==> src/rtl/ckp_pkg.sv <==
package ckp_pkg;
  function automatic logic [31:0] miss_of(input logic [31:0] req, input logic [31:0] flags);
    return req & ~flags;
  endfunction
endpackage

==> src/rtl/ckp_period_tmr.sv <==
module ckp_period_tmr #(
  parameter int CNT_W = 16
) (
  input  logic             clk_i,
  input  logic             rst_ni,
  input  logic [CNT_W-1:0] period_i,
  output logic             tick_o
);
  logic [CNT_W-1:0] cnt_q;

  // >= keeps a shortened period from wrapping through the full range
  assign tick_o = (cnt_q >= period_i);

  always_ff @(posedge clk_i or negedge rst_ni) begin
    if (!rst_ni)     cnt_q <= '0;
    else if (tick_o) cnt_q <= '0;
    else             cnt_q <= cnt_q + 1'b1;
  end
endmodule

==> src/rtl/ckp_flag_reg.sv <==
module ckp_flag_reg #(
  parameter int N_TASKS = 4
) (
  input  logic               clk_i,
  input  logic               rst_ni,
  input  logic               tick_i,
  input  logic [N_TASKS-1:0] checkin_i,
  output logic [N_TASKS-1:0] flags_o
);
  for (genvar g = 0; g < N_TASKS; g++) begin : g_flag
    logic flag_q;
    always_ff @(posedge clk_i or negedge rst_ni) begin
      if (!rst_ni)     flag_q <= 1'b0;
      else if (tick_i) flag_q <= checkin_i[g];  // clear, but keep a same-cycle check-in
      else if (checkin_i[g]) flag_q <= 1'b1;
    end
    assign flags_o[g] = flag_q;
  end
endmodule

==> src/rtl/ckp_eval.sv <==
module ckp_eval #(
  parameter int N_TASKS = 4
) (
  input  logic               clk_i,
  input  logic               rst_ni,
  input  logic               tick_i,
  input  logic [N_TASKS-1:0] flags_i,
  input  logic [N_TASKS-1:0] req_mask_i,
  output logic               refresh_o,
  output logic               eval_o,
  output logic [N_TASKS-1:0] miss_o,
  output logic               any_miss_o
);
  import ckp_pkg::*;

  logic [N_TASKS-1:0] miss_d;
  logic [31:0]        miss_w;
  logic               refresh_q, eval_q, any_q;
  logic [N_TASKS-1:0] miss_q;

  assign miss_w = miss_of(32'(req_mask_i), 32'(flags_i));
  assign miss_d = miss_w[N_TASKS-1:0];

  always_ff @(posedge clk_i or negedge rst_ni) begin
    if (!rst_ni) begin
      refresh_q <= 1'b0;
      eval_q    <= 1'b0;
      miss_q    <= '0;
      any_q     <= 1'b0;
    end else begin
      eval_q    <= tick_i;
      refresh_q <= tick_i && (miss_d == '0);
      if (tick_i) begin
        miss_q <= miss_d;
        if (|miss_d) any_q <= 1'b1;
      end
    end
  end

  assign refresh_o  = refresh_q;
  assign eval_o     = eval_q;
  assign miss_o     = miss_q;
  assign any_miss_o = any_q;
endmodule

==> src/rtl/checkin_supervisor.sv <==
module checkin_supervisor #(
  parameter int N_TASKS = 4,
  parameter int CNT_W   = 16
) (
  input  logic               clk_i,
  input  logic               rst_ni,
  input  logic [N_TASKS-1:0] checkin_i,
  input  logic [N_TASKS-1:0] req_mask_i,
  input  logic [CNT_W-1:0]   period_i,
  output logic               refresh_o,
  output logic               eval_o,
  output logic [N_TASKS-1:0] miss_o,
  output logic               any_miss_o
);
  logic               tick;
  logic [N_TASKS-1:0] flags;

  ckp_period_tmr #(.CNT_W(CNT_W)) u_tmr (
    .clk_i(clk_i), .rst_ni(rst_ni), .period_i(period_i), .tick_o(tick)
  );

  ckp_flag_reg #(.N_TASKS(N_TASKS)) u_flags (
    .clk_i(clk_i), .rst_ni(rst_ni), .tick_i(tick),
    .checkin_i(checkin_i), .flags_o(flags)
  );

  ckp_eval #(.N_TASKS(N_TASKS)) u_eval (
    .clk_i(clk_i), .rst_ni(rst_ni), .tick_i(tick), .flags_i(flags),
    .req_mask_i(req_mask_i), .refresh_o(refresh_o), .eval_o(eval_o),
    .miss_o(miss_o), .any_miss_o(any_miss_o)
  );
endmodule

==> config.mk <==
export PLATFORM = sky130hd
export DESIGN_NAME = checkin_supervisor
export DESIGN_NICKNAME = d
export VERILOG_FILES = /design/src/rtl/ckp_pkg.sv /design/src/rtl/ckp_period_tmr.sv /design/src/rtl/ckp_flag_reg.sv /design/src/rtl/ckp_eval.sv /design/src/rtl/checkin_supervisor.sv
export SDC_FILE = /design/constraint.sdc
export NUM_CORES = 1
export LEC_CHECK = 0
export BUFFER_PORTS_ARGS = -buffer_cell sky130_fd_sc_hd__buf_4
export CAP_MARGIN = 20
export CORE_AREA = 5 5 52 77
export CTS_CLUSTER_DIAMETER = 150
export DETAILED_ROUTE_END_ITERATION = 10
export DIE_AREA = 0 0 57 82
export PLACE_DENSITY_LB_ADDON = 0.12
export SLEW_MARGIN = 10
export SYNTH_ARGS = -nofsm -noshare
export SYNTH_HDL_FRONTEND = slang
export SYNTH_HIERARCHICAL = 1
export SYNTH_SLANG_ARGS = --single-unit
export TNS_END_PERCENT = 30
==> constraint.sdc <==
create_clock -name clk_i -period 2.5 [get_ports clk_i]
set_input_delay 0.5 -clock clk_i [delete_from_list [all_inputs] [get_ports clk_i]]
set_output_delay 0.5 -clock clk_i [all_outputs]
set_load 0.05 [all_outputs]
==> impl_metrics.yaml <==
run_status:
  status: "complete, no violations"
finish:
  drive_gt1_share_pct: 31.63
  final_area_sq_um: 2049
  mostFrequentLayoutCells: "buf_4, dfrtp_1, inv_1, ha_1, xnor2_1"
  mostFrequentLayoutCell: "buf_4"
  fin_nets: 240
  antenna_cells: 0
  fillerInstances: 295
  synthToLayoutAreaGrowth_pct: 20.09
sta:
  finalCritPeriodShare_pct: 93.15
  finalMaxSlewViolations: 0
  hold_violations: 0
  clock_skew_ps: 7.305
  period_needed_ps: 2329
  max_freq_mhz: 429.4
  tightest_slew_ps: 351.4
  setup_viol: 0
  grt_setup_unrepaired: "false"
  slew_headroom_pct: 76.36
synthesis:
  synth_top_area_cell: "dfrtp_1"
  seq_area_frac_synth_pct: 39.59
  yosysTopAreaCellShare_pct: 39.59
  synth.avg_cell_area_sq_um: 10.53
  syn-num-nets: 205
  synth_area_leaders: "dfrtp_1, ha_1, nor4_2"
  ys_ff_latch: 27
  yosys_warnings: 6
  synth.distinct_cells: 34
  syn-cell-area_sq_um: 1707
  syn_inst: 162
placement:
  place_congestion: 0.8262
  place_area_sq_um: 1991
  hpwl_mm: 2.764
  port_buffers: 32
critical_path:
  path_max_fanout: 6
  cp_num_buf_inv: 0
  worstPathRequired_ps: 2660
  worst_setup_path_end_kind: "flop"
  crit_arrival_ps: 2490
  cp_cell_sequence: "ha_1 -> nand4_1 -> or3_4 -> o31ai_4 -> or3_1 -> mux2_2"
  cp_slowest_cell: "dfrtp_1"
  start_kind: "flop"
  worst-setup-path-type: "reg -> reg"
  cpLargestDelayFamily: "simple AND/OR/NAND/NOR gates"
  cpPeakStageDelay_ps: 430
global_routing:
  grt_max_degree: 28
  grt-ovfl-total: 0
  grt_pass1_vias: 1373
  track_usage_pct: 15.80
  grt_pass1_wl_mm: 5.920
  antenna_found_initial: 0
clocking:
  cts-root-buf: "clkbuf_8"
  cts_max_level: 1
  insertion_delay_ps: 270
  hold_buffers: 0
  path_clk_slew_ps: 100
  cts_tree: "yes"
  clock_sinks: 27
  cts_buffers: 3
  ctsLongestPathBuffers: 2
routing:
  vias_per_cell: 5.496
  drcViolationCount: 0
  wl_per_cell_um: 14.57
  ant_nets: 0
  drt_iter0_markers: 20
  vias: 1308
  dr.pass1.iters: 4
  routed_wl_mm: 3.467
pwr:
  leakagePower_nw: 0.9427
  p_int_w: 0.0009584
  power_density_nw_per_um2: 765.1
  p_comb_share_pct: 42.1
  p_switching_w: 0.0006098
  peakVddDrop_uv: 562.0
  seqPwrFrac_pct: 42.3
  clock_power_share_pct: 15.6
  swShare_pct: 38.88
  finalPower_w: 0.001568
floorplanning:
  row_count: 26
  die-width_um: 57
  core-area_sq_um: 3318
  die_area_sq_um: 4674
  chipHeight_um: 82
  ios: 33
  initial_core_util_pct: 51.43
run:
  maxCapViolCount: 0
hold_path:
  hp-class: "in -> async"
-- synth_stat cells, drive strengths merged --
| cell type | number |
|---|---|
| dfrtp | 27 |
| inv | 21 |
| nor4 | 20 |
| ha | 17 |
| xnor2 | 13 |
| buf | 7 |
| nand4 | 7 |
| nand3 | 6 |
| a21oi | 5 |
| nand2 | 5 |
| a21o | 4 |
| mux2 | 4 |
| nor2 | 4 |
| nor2b | 4 |
| nor3 | 4 |
| o21a | 2 |
| or3 | 2 |
| a2111oi | 1 |
| a2bb2oi | 1 |
| a31o | 1 |
| and2 | 1 |
| clkbuf | 1 |
| nand2b | 1 |
| nor4b | 1 |
| o21bai | 1 |
| o31ai | 1 |
| xor2 | 1 |
-- stage by stage --
stage	TNS, ps	utilization, %	setup WS [ps]	std cells	hold slack (ps)
3_5_place_dp	-88.73	59.99	-21.53	234	435.9
4_1_cts	0	61.39	118.1	238	137.9
2_1_floorplan	0	-	60.97	162	204.4
6_report	0	61.76	171.3	238	131.2
5_1_grt	0	61.76	69.39	238	148.5
3_3_place_gp	0	59.99	8.634	234	426.2
-- area by class of cell --
class | count | area (sq um) | share of cell area [%]
inverters | 21 | 78.83 | 3.846
multi-input cells | 106 | 910.9 | 44.44
clock inverters | 1 | 5.005 | 0.2442
repair buffers | 38 | 285.3 | 13.92
well taps | 42 | 52.55 | 2.564
flip-flops and latches | 27 | 675.6 | 32.97
clock buffers | 3 | 41.29 | 2.015
-- cell families (layout without fill, tap and decap cells) --
logic type               count (synthesis)  count (layout)  share of synthesized area (%)
flip-flops                              27              27                          39.59
AND/OR/NAND/NOR                         55              55                          22.65
AO/OA/AOI/OAI                           16              16                          7.698
adder cells (fa/ha/maj)                 17              17                          12.46
buffers and inverters                   29              63                          7.770
XOR/XNOR                                14              14                          7.185
multiplexers                             4               4                          2.639
-- worst paths after layout --
check / from / endpoint / slack, ps / cells past startpoint
setup reg to reg: u_tmr/cnt_q[9]$_DFF_PN0_ / u_eval/miss_o[2]$_DFFE_PN0P_ / 170 / 6
min in group clk_i: checkin_i[1] / u_flags/g_flag[1].flag_q$_DFFE_PN0P_ / 400 / 2
max in group asynchronous: rst_ni / u_tmr/cnt_q[8]$_DFF_PN0_ / 2110 / 1
hold reg to reg: u_flags/g_flag[2].flag_q$_DFFE_PN0P_ / u_flags/g_flag[2].flag_q$_DFFE_PN0P_ / 490 / 1
setup / recovery: u_tmr/cnt_q[9]$_DFF_PN0_ / u_eval/miss_o[2]$_DFFE_PN0P_ / 170 / 6
hold / removal: rst_ni / u_tmr/cnt_q[15]$_DFF_PN0_ / 130 / 1
-- power by group through the flow --
stage               clock (W)  combinational [W]  sequential, W
floorplan                   0           0.000367       0.000759
global placement            0           0.000619       0.000665
detailed placement          0           0.000644       0.000670
CTS                  0.000252           0.000647       0.000663
global route         0.000271           0.000730       0.000681
finish               0.000245           0.000660       0.000663
-- worst register-to-register path: cells and delay by family (launching register included) --
| family | cells | cell delay [ps] |
|---|---|---|
| compound gates | 1 | 260 |
| fa+ha+maj | 1 | 320 |
| flops | 1 | 430 |
| mux | 1 | 370 |
| simple gates | 3 | 840 |
-- per-layer routing --
| metal | wire, um | vias up | track usage (%) | share of wire (%) |
|---|---|---|---|---|
| met1 | 1421 | 628 | 18.55 | 41 |
| li1 | - | 639 | - | - |
| met2 | 1790 | 33 | 28.38 | 52 |
| met3 | 181 | 8 | 2.673 | 5.2 |
| met5 | 0 | - | 0 | 0 |
| met4 | 74 | 0 | 6.265 | 2.1 |
-- flip-flops by register name (all words and copies together) (netlist names) --
name	flops
u_tmr/cnt_q	16
u_eval/miss_o	4
u_flags/g_flag.flag_q	4
u_eval/any_miss_o	1
u_eval/eval_o	1
u_eval/refresh_o	1
-- repair_timing --
action                                  in CTS  in global routing
buffers inserted                             0                  0
gates resized for setup                      0                  1
endpoints found under the setup margin       0                  1
(Power assumes the default switching activity.)
